==> config.mk <==
export PLATFORM = sky130hd
export DESIGN_NAME = sec_rtc
export DESIGN_NICKNAME = d
export VERILOG_FILES = /design/src/rtl/sec_rtc_pkg.sv /design/src/rtl/sec_rtc_count.sv /design/src/rtl/sec_rtc_chan.sv /design/src/rtl/sec_rtc.sv
export SDC_FILE = /design/constraint.sdc
export NUM_CORES = 1
export LEC_CHECK = 0
export BUFFER_PORTS_ARGS = -buffer_cell sky130_fd_sc_hd__buf_2
export CORE_UTILIZATION = 50
export DETAILED_ROUTE_END_ITERATION = 10
export GPL_ROUTABILITY_DRIVEN = 1
export PLACE_DENSITY = 0.68
export SYNTH_ARGS = -nofsm -noshare
export SYNTH_HDL_FRONTEND = slang
export SYNTH_HIERARCHICAL = 1
export SYNTH_SLANG_ARGS = --single-unit
==> constraint.sdc <==
create_clock -name clk_i -period 2.49 [get_ports clk_i]
set_input_delay 0.1245 -clock clk_i [delete_from_list [all_inputs] [get_ports clk_i]]
set_output_delay 0.1245 -clock clk_i [all_outputs]
set_load 0.02 [all_outputs]
==> src/rtl/sec_rtc_pkg.sv <==
package sec_rtc_pkg;
  localparam int NUM_CH     = 2;
  localparam int OFF_UP     = 'h00;
  localparam int OFF_DN     = 'h04;
  localparam int OFF_MATCH0 = 'h08;
  localparam int OFF_CTRL   = 'h10;
  localparam int OFF_STAT   = 'h14;
  localparam int OFF_KEY    = 'h18;
  // control bit positions
  localparam int CB_IRQ0  = 0;
  localparam int CB_WAKE0 = 2;
  localparam int CB_SRST  = 4;
  localparam int CB_HALT  = 6;
  localparam int CB_FORCE = 7;
  localparam logic [7:0] CTRL_MASK = 8'hDF;
endpackage

==> src/rtl/sec_rtc_count.sv <==
module sec_rtc_count #(
  parameter int W = 32
) (
  input  logic         clk_i,
  input  logic         rst_ni,
  input  logic         tick_i,
  input  logic         halt_i,
  input  logic         soft_i,
  input  logic         up_we_i,
  input  logic         dn_we_i,
  input  logic [W-1:0] wdata_i,
  output logic [W-1:0] up_o,
  output logic [W-1:0] dn_o
);
  logic step;
  assign step = tick_i && !halt_i;

  always_ff @(posedge clk_i or negedge rst_ni) begin
    if (!rst_ni) begin
      up_o <= '0;
      dn_o <= '0;
    end else if (soft_i) begin
      up_o <= '0;
      dn_o <= '0;
    end else begin
      if (up_we_i)   up_o <= wdata_i;
      else if (step) up_o <= up_o + W'(1);
      if (dn_we_i)   dn_o <= wdata_i;
      else if (step) dn_o <= dn_o - W'(1);
    end
  end

  assert_tick_step_R2: assert property (@(posedge clk_i) disable iff (!rst_ni)
    (tick_i && !halt_i && !soft_i && !up_we_i && !dn_we_i) |=>
      (up_o == $past(up_o) + W'(1)) && (dn_o == $past(dn_o) - W'(1)));
  assert_halt_hold_R3: assert property (@(posedge clk_i) disable iff (!rst_ni)
    (halt_i && !soft_i && !up_we_i && !dn_we_i) |=> $stable(up_o) && $stable(dn_o));
  assert_load_R4: assert property (@(posedge clk_i) disable iff (!rst_ni)
    (up_we_i && !soft_i) |=> up_o == $past(wdata_i));
  assert_soft_zero_R5: assert property (@(posedge clk_i) disable iff (!rst_ni)
    soft_i |=> (up_o == '0) && (dn_o == '0));
endmodule

==> src/rtl/sec_rtc_chan.sv <==
module sec_rtc_chan #(
  parameter int W = 32
) (
  input  logic         clk_i,
  input  logic         rst_ni,
  input  logic         match_we_i,
  input  logic [W-1:0] wdata_i,
  input  logic         clr_i,
  input  logic [W-1:0] up_i,
  output logic [W-1:0] match_o,
  output logic         stat_o
);
  logic hit;
  assign hit = (up_i == match_o);

  always_ff @(posedge clk_i or negedge rst_ni) begin
    if (!rst_ni)         match_o <= '1;
    else if (match_we_i) match_o <= wdata_i;
  end

  // set wins over write-one-to-clear
  always_ff @(posedge clk_i or negedge rst_ni) begin
    if (!rst_ni)     stat_o <= 1'b0;
    else if (hit)    stat_o <= 1'b1;
    else if (clr_i)  stat_o <= 1'b0;
  end

  assert_hit_sets_R6: assert property (@(posedge clk_i) disable iff (!rst_ni)
    (up_i == match_o) |=> stat_o);
  assert_clr_R7: assert property (@(posedge clk_i) disable iff (!rst_ni)
    (clr_i && (up_i != match_o)) |=> !stat_o);
endmodule

==> src/rtl/sec_rtc.sv <==
module sec_rtc
  import sec_rtc_pkg::*;
#(
  parameter int ADDR_W = 8,
  parameter int DATA_W = 32
) (
  input  logic              clk_i,
  input  logic              rst_ni,
  input  logic              tick_i,
  input  logic              we_i,
  input  logic [ADDR_W-1:0] addr_i,
  input  logic [DATA_W-1:0] wdata_i,
  output logic [DATA_W-1:0] rdata_o,
  output logic              irq_o,
  output logic              wake_o
);
  logic [7:0]        ctrl_q;
  logic [DATA_W-1:0] key_q, up_cnt, dn_cnt;
  logic [DATA_W-1:0] match_v [NUM_CH];
  logic [NUM_CH-1:0] stat_match;
  logic              stat_wake, wake_q;
  logic              sel_ctrl, sel_stat, sel_key;

  assign sel_ctrl = we_i && (addr_i == ADDR_W'(OFF_CTRL));
  assign sel_stat = we_i && (addr_i == ADDR_W'(OFF_STAT));
  assign sel_key  = we_i && (addr_i == ADDR_W'(OFF_KEY));

  always_ff @(posedge clk_i or negedge rst_ni) begin
    if (!rst_ni)       ctrl_q <= '0;
    else if (sel_ctrl) ctrl_q <= wdata_i[7:0] & CTRL_MASK;
  end

  always_ff @(posedge clk_i or negedge rst_ni) begin
    if (!rst_ni)      key_q <= '0;
    else if (sel_key) key_q <= wdata_i;
  end

  sec_rtc_count #(.W(DATA_W)) u_count (
    .clk_i   (clk_i),
    .rst_ni  (rst_ni),
    .tick_i  (tick_i),
    .halt_i  (ctrl_q[CB_HALT]),
    .soft_i  (ctrl_q[CB_SRST]),
    .up_we_i (we_i && (addr_i == ADDR_W'(OFF_UP))),
    .dn_we_i (we_i && (addr_i == ADDR_W'(OFF_DN))),
    .wdata_i (wdata_i),
    .up_o    (up_cnt),
    .dn_o    (dn_cnt)
  );

  for (genvar i = 0; i < NUM_CH; i++) begin : g_ch
    sec_rtc_chan #(.W(DATA_W)) u_chan (
      .clk_i      (clk_i),
      .rst_ni     (rst_ni),
      .match_we_i (we_i && (addr_i == ADDR_W'(OFF_MATCH0 + 4 * i))),
      .wdata_i    (wdata_i),
      .clr_i      (sel_stat && wdata_i[i]),
      .up_i       (up_cnt),
      .match_o    (match_v[i]),
      .stat_o     (stat_match[i])
    );
  end

  assign irq_o  = |(stat_match & ctrl_q[CB_IRQ0 +: NUM_CH]);
  assign wake_o = ctrl_q[CB_FORCE] | (|(stat_match & ctrl_q[CB_WAKE0 +: NUM_CH]));

  always_ff @(posedge clk_i or negedge rst_ni) begin
    if (!rst_ni) begin
      wake_q    <= 1'b0;
      stat_wake <= 1'b0;
    end else begin
      wake_q <= wake_o;
      if (wake_o && !wake_q)               stat_wake <= 1'b1;
      else if (sel_stat && wdata_i[NUM_CH]) stat_wake <= 1'b0;
    end
  end

  always_comb begin
    rdata_o = '0;
    case (int'(addr_i))
      OFF_UP:         rdata_o = up_cnt;
      OFF_DN:         rdata_o = dn_cnt;
      OFF_MATCH0:     rdata_o = match_v[0];
      OFF_MATCH0 + 4: rdata_o = match_v[1];
      OFF_CTRL:       rdata_o = DATA_W'(ctrl_q);
      OFF_STAT:       rdata_o = DATA_W'({stat_wake, stat_match});
      OFF_KEY:        rdata_o = key_q;
      default:        rdata_o = '0;
    endcase
  end

  assert_wake_edge_R10: assert property (@(posedge clk_i) disable iff (!rst_ni)
    (wake_o && !wake_q) |=> stat_wake);
  assert_key_hold_R11: assert property (@(posedge clk_i) disable iff (!rst_ni)
    !sel_key |=> $stable(key_q));
  assert_ctrl_gap_R12: assert property (@(posedge clk_i) disable iff (!rst_ni)
    sel_ctrl |=> !ctrl_q[5]);
endmodule

==> metrics.cfg, run 1 <==
[sta]
worst_pin_slew_ns = 0.710
setup_slack_ns = 0.150
max_slew_margin_pct = 52.6
min_period_ns = 2.34
slew_viol_final = 0
fmax_mhz = 427
hold_viol_final = 0
holdWs_ns = 0.00677
clock-skew-final_ns = 0.0116
min_period_over_period_pct = 94.0
setup_viol = 0
rsz0062_at_grt = false
setup-tns-final_ns = 0

[global_route]
antenna_found_initial = 0
grt_pass1_wl_um = 50900
grtUsageTotal_pct = 33.2
grt_max_degree = 70
overflow = 0
first_global_vias = 8506

[setup_path]
crit_path_end_kind = register
crit_fanout = 14
required_ns = 2.83
crit_path_max_incr_delay_ns = 0.52
timing.rr.end = u_count/up_o[18]$_DFFE_PN0P_
critPathLaunchType = register
rrSetupSlack_ns = 0.15
ff2ff_path_depth = 6
crit_path_frequent_cell = or4_1
crit_chain = ha_1 > nand3b_1 > or4_1 > buf_4 > or4_1 > a311oi_1
critPathSlowestCell = or4_1
worstSetupPathType = register to register
r2r-start = u_count/up_o[0]$_DFFE_PN0P_
worstPathArrival_ns = 2.68

[pwr]
p_total_uw = 9290
internal_power_uw = 5960
leakage_uw = 0.00527
clockPowerShare_pct = 30.6
seq_power_share_pct = 40.2
vdd.ir_drop.worst_v = 0.000527
switching_power_uw = 3330
p_per_area_nw_per_um2 = 775
swShare_pct = 35.8
comb_power_share_pct = 29.2

[clock_tree]
cts.repair.resized = 0
cts_root_buf = clkbuf_16
numCtsBuffers = 17
htreeDepth = 4
path_clk_slew_ns = 0.07
clock_latency_ns = 0.44
cts_tree = yes
cts.sinks = 171
clockBufferDepth = 2

[die]
die_h_um = 144
die-area_um2 = 20800
rows = 51
core_um2 = 19700
initial_utilization_pct = 51.6
io_pins = 78
die_w_um = 144

[layout]
area_growth_pct = 18.3
fill_cells = 1694
final_cells = 1353
antenna_cells = 0
drive_gt1_share_pct = 33.8
nets = 1121

[drt]
drt_iter0_markers = 1076
ant_nets = 0
via_per_inst = 6.72
vias = 9091
routed_wl_um = 33200
drt_pass1_iterations = 5
drc = 0
routedWlPerCell_um = 24.5

[min_path]
hold_path.class = primary input to register
min-delay-start = wdata_i[17]
holdPathStages = 3
min_to = u_count/up_o[17]$_DFFE_PN0P_

[synthesis]
synth_largest_area_cell = dfrtp_1
synth_ff_type = dfrtp_1
yosys.area.top_type_share_pct = 26.4
postSynthAreaPerCell_um2 = 10.6
ys_async_sr_fraction_pct = 100
syn-num-nets = 1000
seq_area_frac_synth_pct = 43.0
yosys-top-cells-area = dfrtp_1 26%, dfstp_2 17%, mux2_2 11%, xor2_1 6.1%, a22o_1 2.8%
synthesis.area_um2 = 10100
netlist_instances = 954
yosys_register_bits = 171
synth_cell_types = 71
synth_edf_count = 0
yosys_warnings = 6

[run_status]
outcome = finished clean

[place]
hpwlAfterDp_um = 23400
numPortBuffers = 77
pre_cts_slack_ns = 0.223
place_congestion = 0.920
dp.cells = 1300

[job]
cap_viol_max_count = 0

==> timing repair <==
item / in CTS / in global routing
buffers inserted: 0 / 0
hold endpoints to repair: 96 / 0
endpoints found under the setup margin: 0 / 0
hold buffers: 21 / 0
==> cell families after synthesis <==
group | count (synthesis) | synth area share (%)
flip-flops | 171 | 43.0
AND/OR/NAND/NOR | 262 | 15.2
multiplexers | 107 | 11.9
buffers and inverters | 88 | 4.09
adder cells (fa/ha/maj) | 2 | 0.247
AO/OA/AOI/OAI | 240 | 18.3
XOR/XNOR | 84 | 7.26
==> flip-flops by register name, indices dropped and copies added, names as in the netlist <==
name	cells
ctrl_q	7
wake_q	1
key_q	32
g_ch.u_chan/match_o	64
g_ch.u_chan/stat_o	2
u_count/up_o	32
u_count/dn_o	32
stat_wake	1
==> critical path, delay by kind of cell (launching register included) <==
family / cells / cell delay, ns
AO/OA/AOI/OAI: 1 / 0.28
adder cells (fa/ha/maj): 1 / 0.23
buffers and inverters: 1 / 0.21
flip-flops: 1 / 0.36
AND/OR/NAND/NOR: 3 / 1.16
==> how the worst max path moves through the flow <==
stage / to / cells after the start / slack, ns / startpoint
CTS: u_count/up_o[18]$_DFFE_PN0P_ / 6 / 0.21 / u_count/up_o[0]$_DFFE_PN0P_
global route: u_count/up_o[26]$_DFFE_PN0P_ / 6 / 0.04 / u_count/up_o[0]$_DFFE_PN0P_
detailed placement: u_count/up_o[18]$_DFFE_PN0P_ / 6 / 0.22 / u_count/up_o[0]$_DFFE_PN0P_
global placement: u_count/up_o[26]$_DFFE_PN0P_ / 6 / 0.29 / u_count/up_o[0]$_DFFE_PN0P_
finish: u_count/up_o[18]$_DFFE_PN0P_ / 6 / 0.15 / u_count/up_o[0]$_DFFE_PN0P_
floorplan: u_count/up_o[24]$_DFFE_PN0P_ / 6 / 0.19 / u_count/up_o[0]$_DFFE_PN0P_
==> power groups by stage <==
stage | Clock [µW] | Combinational (µW) | Sequential, µW
finish | 2840 | 2720 | 3730
global route | 2990 | 2890 | 3780
CTS | 2870 | 2640 | 3710
detailed placement | 0 | 2600 | 3760
global placement | 0 | 2550 | 3740
floorplan | 0 | 1570 | 3650
==> synthesized netlist by cell type (20+ instances only) <==
| library cell | instances |
|---|---|
| dfrtp_1 | 107 |
| dfstp_2 | 64 |
| nand2_1 | 33 |
| clkbuf_1 | 37 |
| nor2_1 | 48 |
| inv_1 | 20 |
| nand4_1 | 21 |
| mux2_2 | 99 |
| o2bb2ai_1 | 25 |
| a221oi_1 | 30 |
| o21ai_0 | 25 |
| or4_1 | 27 |
| a22o_1 | 32 |
| nor4_1 | 34 |
| xor2_1 | 71 |
==> layer usage <==
| layer | share of wire (%) | vias up | track usage, % |
|---|---|---|---|
| met5 | 0 | - | 0 |
| met1 | 43 | 4592 | 46.4 |
| li1 | - | 3959 | - |
| met4 | 3.5 | 0 | 13.7 |
| met2 | 46 | 465 | 50.2 |
| met3 | 8.3 | 75 | 6.42 |
==> cells in the final DEF, fill, tap and decap left out, types with 32 or more instances in the layout <==
cell type / Yosys / layout
dfrtp_1: 107 / 106
mux2_2: 99 / 99
buf_2: 11 / 76
xor2_1: 71 / 71
buf_4: 12 / 65
dfstp_2: 64 / 64
nor2_1: 48 / 46
nor4_1: 34 / 34
nand2_1: 33 / 33
a22o_1: 32 / 32
==> through the flow <==
stage / area (µm²) / utilization (%)
after floorplan: 10100 / -
after global placement: 11200 / 56.8
after detailed placement: 11200 / 56.8
after CTS: 12000 / 61.0
after global routing: 12000 / 61.0
final: 12000 / 61.0
==> area by class of cell <==
class                           count  area (µm²)  area share [%]
Clock buffer                       20         467            3.89
Tap cell                          265         332            2.77
Multi-Input combinational cell    695        5380            44.9
Timing Repair Buffer              169        1210            10.1
Clock inverter                     12         160            1.34
Inverter                           21        78.8           0.657
Sequential cell                   171        4360            36.4
Note: power is estimated with default switching activity, not from simulation.
==> inputs of run 2 (changes only) <==
--- a/config.mk
+++ b/config.mk
@@ -10,6 +10,7 @@
 export DETAILED_ROUTE_END_ITERATION = 10
 export GPL_ROUTABILITY_DRIVEN = 1
 export PLACE_DENSITY = 0.68
+export RECOVER_POWER = 50
 export SYNTH_ARGS = -nofsm -noshare
 export SYNTH_HDL_FRONTEND = slang
 export SYNTH_HIERARCHICAL = 1
==> metrics.cfg, run 2 (same netlist as run 1, synthesis figures left out) <==
[run_status]
outcome = finished with violations  ; was finished clean
violations = capacitance limit, slew limit

[drt]
drt_iter0_markers = 1168  ; was 1,076
via_per_inst = 6.73  ; was 6.72
route.met2.wl_um = 15200  ; was 15,100 µm
drc = 0  ; unchanged
top_layer = met4  ; unchanged
routedWlPerCell_um = 24.6  ; was 24.5 µm
ant_nets = 0  ; unchanged
dr_wl_met3_um = 2780  ; was 2760 µm
routed_wl_um = 33300  ; was 33,200 µm
drt_pass1_iterations = 5  ; unchanged
m1WireLength_um = 14300  ; was 14,100 µm
vias = 9109  ; was 9,091

[layout]
area_growth_pct = 18.0  ; was 18.3%
final_util_pct = 60.9  ; was 61.0%
antenna_cells = 0  ; unchanged
final_cell_mix = 106 x dfrtp_1, 99 x mux2_2, 76 x buf_2  ; unchanged
multi_input_area_um2 = 5380  ; unchanged
final_cells = 1353  ; unchanged
nets = 1121  ; unchanged
drive_gt1_share_pct = 33.7  ; was 33.8%
largest_register_ffs = 64  ; unchanged
mostFrequentLayoutCell = dfrtp_1  ; unchanged
top_register = g_ch.u_chan/match_o  ; unchanged
fill_cells = 1700  ; was 1,694
register_area_um2 = 4360  ; unchanged

[sta]
fmax_mhz = 431  ; was 427 MHz
min_period_ns = 2.32  ; was 2.34 ns
worst_pin_slew_ns = 1.89  ; was 0.710 ns
slew_viol_final = 69  ; was 0
setup_viol = 0  ; unchanged
rsz0062_at_grt = false  ; unchanged
clock-skew-final_ns = 0.00917  ; was 0.0116 ns
min_period_over_period_pct = 93.2  ; was 94.0%
setup-tns-final_ns = 0  ; unchanged
hold_viol_final = 0  ; unchanged
setup_slack_ns = 0.169  ; was 0.150 ns
max_slew_margin_pct = -25.8  ; was 52.6%

[setup_path]
r2r-start = u_count/up_o[0]$_DFFE_PN0P_  ; unchanged
crit_fanout = 14  ; unchanged
crit_path_end_kind = register  ; unchanged
crit_path_frequent_cell = or4_1  ; unchanged
rrSetupSlack_ns = 0.17  ; was 0.15 ns
worstPathArrival_ns = 2.66  ; was 2.68 ns
timing.rr.end = u_count/up_o[18]$_DFFE_PN0P_  ; unchanged
ff2ff_path_depth = 6  ; unchanged
required_ns = 2.83  ; about the same
crit_chain = ha_1 > nand3b_1 > or4_1 > buf_4 > or4_1 > a311oi_1  ; unchanged
startpoint = u_count/up_o[0]$_DFFE_PN0P_  ; unchanged
crit_path_max_incr_delay_ns = 0.52  ; about the same
critPathLaunchType = register  ; unchanged
worstSetupPathType = register to register  ; unchanged
critPathSlowestCell = or4_1  ; unchanged

[die]
rows = 51  ; unchanged
initial_utilization_pct = 51.6  ; unchanged
die_h_um = 144  ; unchanged
die-area_um2 = 20800  ; unchanged
core_um2 = 19700  ; unchanged
die_w_um = 144  ; unchanged
io_pins = 78  ; unchanged

[min_path]
min-delay-start = wdata_i[17]  ; unchanged
holdPathStages = 3  ; unchanged
hold_path.class = primary input to register  ; unchanged
min_to = u_count/up_o[17]$_DFFE_PN0P_  ; unchanged

[clock_tree]
cts.sinks = 171  ; unchanged
cts_tree = yes  ; unchanged
clock_latency_ns = 0.44  ; about the same
htreeDepth = 4  ; unchanged
numCtsBuffers = 17  ; unchanged
cts_root_buf = clkbuf_16  ; unchanged
cts.repair.resized = 0  ; unchanged
path_clk_slew_ns = 0.07  ; about the same
clockBufferDepth = 2  ; unchanged
ctsHoldBuffers = 21  ; unchanged
cts_setup_buffers = 0  ; unchanged

[pwr]
p_total_uw = 9300  ; was 9290 µW
vdd.ir_drop.worst_v = 0.000527  ; about the same
clockPowerShare_pct = 30.5  ; was 30.6%
seq_power_share_pct = 40.2  ; about the same
switching_power_uw = 3350  ; was 3330 µW
swShare_pct = 36.0  ; was 35.8%
leakage_uw = 0.00526  ; was 0.00527 µW
internal_power_uw = 5960  ; about the same
p_per_area_nw_per_um2 = 778  ; was 775 nW/µm²
comb_power_share_pct = 29.3  ; was 29.2%

[global_route]
grtUsageTotal_pct = 33.2  ; unchanged
grt_pass1_wl_um = 50900  ; unchanged
grt_max_degree = 70  ; unchanged
overflow = 0  ; unchanged
first_global_vias = 8506  ; unchanged
antenna_found_initial = 0  ; unchanged

[job]
cap_viol_max_count = 1  ; was 0

[place]
numPortBuffers = 77  ; unchanged
hpwlAfterDp_um = 23400  ; unchanged
pre_cts_slack_ns = 0.223  ; unchanged
dp.cells = 1300  ; unchanged
place_congestion = 0.920  ; unchanged

-- run 2: cell count changes in the layout (fill, tap and decap cells not counted), sizes merged --
cell / before / now
buf: 148 / 143
clkbuf: 20 / 25
-- run 2: layer usage --
layer | vias to the layer above | track usage [%]
li1 | 3954 | -
met1 | 4591 | 46.4
met2 | 497 | 50.2
met3 | 67 | 6.42
met4 | 0 | 13.7
met5 | - | 0
-- run 2: power groups by stage --
stage / Sequential, µW / Clock [µW] / Combinational, µW
finish: 3740 / 2840 / 2730
global route: 3780 / 2990 / 2890
CTS: 3710 / 2870 / 2640
detailed placement: 3760 / 0 / 2600
global placement: 3740 / 0 / 2550
floorplan: 3650 / 0 / 1570
-- run 2: how the worst max path moves through the flow --
stage	endpoint	slack (ns)
after CTS	u_count/up_o[18]$_DFFE_PN0P_	0.21
after detailed placement	u_count/up_o[18]$_DFFE_PN0P_	0.22
after floorplan	u_count/up_o[24]$_DFFE_PN0P_	0.19
after global placement	u_count/up_o[26]$_DFFE_PN0P_	0.29
after global routing	u_count/up_o[26]$_DFFE_PN0P_	0.04
final	u_count/up_o[18]$_DFFE_PN0P_	0.17
-- run 2: critical path, delay by kind of cell, from the launching register on --
kind / cells / cell delay [ns]
AND/OR/NAND/NOR: 3 / 1.16
buffers and inverters: 1 / 0.21
AO/OA/AOI/OAI: 1 / 0.25
flip-flops: 1 / 0.36
adder cells (fa/ha/maj): 1 / 0.23
-- run 2: final cells by class --
cell class                      instances  area share (%)
Tap cell                              265            2.77
Inverter                               21           0.659
Sequential cell                       171            36.5
Clock inverter                         12            1.34
Multi-Input combinational cell        695            45.0
Clock buffer                           20            3.90
Timing Repair Buffer                  169            9.86
-- run 2: through the flow --
| stage | instance area, µm² | hold WS (ns) |
|---|---|---|
| floorplan | 10100 | -0.171 |
| global placement | 11200 | 0.198 |
| detailed placement | 11200 | 0.199 |
| CTS | 12000 | 0.000620 |
| global route | 12000 | 0.00338 |
| finish | 12000 | 0.00754 |
==> inputs of run 3 (changes only) <==
--- a/config.mk
+++ b/config.mk
@@ -7,8 +7,10 @@
 export LEC_CHECK = 0
 export BUFFER_PORTS_ARGS = -buffer_cell sky130_fd_sc_hd__buf_2
 export CORE_UTILIZATION = 50
+export CTS_BUF_LIST = sky130_fd_sc_hd__clkbuf_8
 export DETAILED_ROUTE_END_ITERATION = 10
 export GPL_ROUTABILITY_DRIVEN = 1
+export GPL_TIMING_DRIVEN = 0
 export PLACE_DENSITY = 0.68
 export RECOVER_POWER = 50
 export SYNTH_ARGS = -nofsm -noshare
==> metrics.cfg, run 3 (same netlist as run 1, synthesis figures left out) <==
[die]
die-area_um2 = 20800  ; unchanged
die_h_um = 144  ; unchanged
initial_utilization_pct = 51.6  ; unchanged
core_um2 = 19700  ; unchanged
rows = 51  ; unchanged
io_pins = 78  ; unchanged
die_w_um = 144  ; unchanged

[drt]
drt_pass1_iterations = 8  ; was 5
drt_iter0_markers = 1674  ; was 1,168
routed_wl_um = 37600  ; was 33,300 µm
via_per_inst = 6.86  ; was 6.73
drc = 0  ; unchanged
ant_nets = 0  ; unchanged
vias = 9373  ; was 9,109
routedWlPerCell_um = 27.5  ; was 24.6 µm

[layout]
register_area_um2 = 4370  ; was 4360 µm²
area_growth_pct = 16.2  ; was 18.0%
mostFrequentLayoutCell = mux2_2  ; was dfrtp_1
stdcell_area_um2 = 11800  ; was 12,000 µm²
nets = 1136  ; was 1,121
multi_input_area_um2 = 5420  ; was 5380 µm²
fill_cells = 1734  ; was 1,700
top_register = g_ch.u_chan/match_o  ; unchanged
final_cells = 1367  ; was 1,353
antenna_cells = 0  ; unchanged
largest_register_ffs = 64  ; unchanged
final_cell_mix = 99 x mux2_2, 97 x dfrtp_1, 82 x buf_2  ; was 106 x dfrtp_1, 99 x mux2_2, 76 x buf_2
drive_gt1_share_pct = 31.0  ; was 33.7%

[clock_tree]
clockBufferDepth = 2  ; unchanged
clock_latency_ns = 0.48  ; was 0.44 ns
htreeDepth = 4  ; unchanged
cts_root_buf = clkbuf_8  ; was clkbuf_16
numCtsBuffers = 17  ; unchanged
cts_tree = yes  ; unchanged
cts.sinks = 171  ; unchanged
path_clk_slew_ns = 0.09  ; was 0.07 ns

[place]
placed_area_um2 = 10900  ; was 11,200 µm²
hpwlAfterDp_um = 26500  ; was 23,400 µm
dp.cells = 1294  ; was 1,300
place_congestion = 1.04  ; was 0.920
numPortBuffers = 74  ; was 77
pre_cts_slack_ns = -0.633  ; was 0.223 ns

[global_route]
grt_pass1_wl_um = 55200  ; was 50,900 µm
grtUsageTotal_pct = 37.0  ; was 33.2%
overflow = 0  ; unchanged
first_global_vias = 8593  ; was 8,506
grt_max_degree = 94  ; was 70
antenna_found_initial = 0  ; unchanged

[pwr]
p_per_area_nw_per_um2 = 750  ; was 778 nW/µm²
leakage_uw = 0.00512  ; was 0.00526 µW
vdd.ir_drop.worst_v = 0.000370  ; was 0.000527 V

[setup_path]
worstSetupPathType = primary input to output port  ; was register to register
crit_chain = clkbuf_1 > buf_2 > and4bb_2 > clkbuf_1 > a221oi_1 > o2bb2ai_1 > buf_2  ; was ha_1 > nand3b_1 > or4_1 > buf_4 > or4_1 > a311oi_1
worstPathArrival_ns = 2.42  ; was 2.66 ns
crit_path_max_incr_delay_ns = 0.64  ; was 0.52 ns
critPathSlowestCell = clkbuf_1  ; was or4_1
required_ns = 2.37  ; was 2.83 ns
critPathLaunchType = primary input  ; was register
crit_fanout = 10  ; was 14
crit_path_end_kind = output port  ; was register

[run_status]
outcome = finished with violations  ; unchanged
violations = setup timing  ; was capacitance limit, slew limit

[sta]
slew_viol_final = 0  ; was 69
setup_slack_ns = -0.0546  ; was 0.169 ns
setup_viol = 2  ; was 0
worst_pin_slew_ns = 1.31  ; was 1.89 ns
max_slew_margin_pct = 12.9  ; was -25.8%
holdWs_ns = 0.0186  ; was 0.00754 ns
min_period_ns = 2.54  ; was 2.32 ns
rsz0062_at_grt = true  ; was false
min_period_over_period_pct = 102  ; was 93.2%
fmax_mhz = 393  ; was 431 MHz
clock-skew-final_ns = 0.0157  ; was 0.00917 ns
hold_viol_final = 0  ; unchanged

[min_path]
hold_path.class = primary input to register  ; unchanged

[job]
cap_viol_max_count = 0  ; was 1

[run 3: changes by cell type in the layout (fill, tap and decap cells not counted), moves of 4 or more]
cell | previous run | this run
buf_12 | 5 | 0
buf_2 | 76 | 82
buf_4 | 62 | 21
clkbuf_1 | 1 | 35
clkbuf_16 | 17 | 0
clkbuf_2 | 4 | 8
clkbuf_8 | 3 | 18
dfrtp_1 | 106 | 97
dfrtp_2 | 1 | 10
dlygate4sd3_1 | 21 | 31
[run 3: timing repair]
item | 4_1_cts | 5_1_grt
pin swaps | 1 | 4
setup endpoints to repair | 48 | 41
hold buffers | 31 | 0
buffers inserted | 6 | 5
gates resized for setup | 13 | 24
endpoints found under the hold margin | 147 | 0
[run 3: per-layer routing]
| metal | part of all wire, % | wire length (µm) | vias to the layer above | track usage, % |
|---|---|---|---|---|
| met5 | 0 | 0 | - | 0 |
| met4 | 4.9 | 1850 | 0 | 16.7 |
| met3 | 12 | 4400 | 130 | 8.84 |
| met2 | 43 | 16100 | 646 | 54.3 |
| met1 | 41 | 15300 | 4621 | 51.6 |
| li1 | - | - | 3976 | - |
[run 3: final cells by class]
cell class | count | share of cell area (%)
Tap cell | 265 | 2.82
Clock inverter | 13 | 1.73
Inverter | 21 | 0.670
Buffer | 67 | 2.87
Multi-Input combinational cell | 695 | 46.1
Clock buffer | 18 | 2.10
Timing Repair Buffer | 117 | 6.59
Sequential cell | 171 | 37.1
[run 3: path summary, 6_finish.rpt]
check	startpoint	end	slack [ns]	depth (start not counted)
min reg2reg	key_q[28]$_DFFE_PN0P_	key_q[28]$_DFFE_PN0P_	0.50	1
min	wdata_i[8]	u_count/dn_o[8]$_DFFE_PN0P_	0.02	3
min in group asynchronous	rst_ni	u_count/dn_o[19]$_DFFE_PN0P_	0.22	2
max in group asynchronous	rst_ni	u_count/up_o[5]$_DFFE_PN0P_	0.40	3
max reg2reg	u_count/up_o[1]$_DFFE_PN0P_	u_count/up_o[24]$_DFFE_PN0P_	0.05	6
max	addr_i[2]	rdata_o[29]	-0.05	7
[run 3: report_power, final]
group	leakage, µW	internal (µW)	switching [µW]	total [µW]
Clock	0.000233	1210	1100	2310
Combinational	0.00282	1030	1590	2620
Sequential	0.00207	3190	705	3900
Total	0.00512	5430	3390	8820
[run 3: critical path, delay by kind of cell]
family | cells | cell delay (ns)
compound gates | 2 | 0.55
buf+inv | 4 | 1.41
simple gates | 1 | 0.31
[run 3: per-stage QoR]
stage          util [%]  power [µW]  setup TNS [ns]
6_report           59.9        8820         -0.0902
5_1_grt            59.9        9120         -0.0345
4_1_cts            59.7        8620         -0.0359
3_5_place_dp       55.3        6190          -26.65
3_3_place_gp       55.1        6150         -208.09
2_1_floorplan         -        5220               0
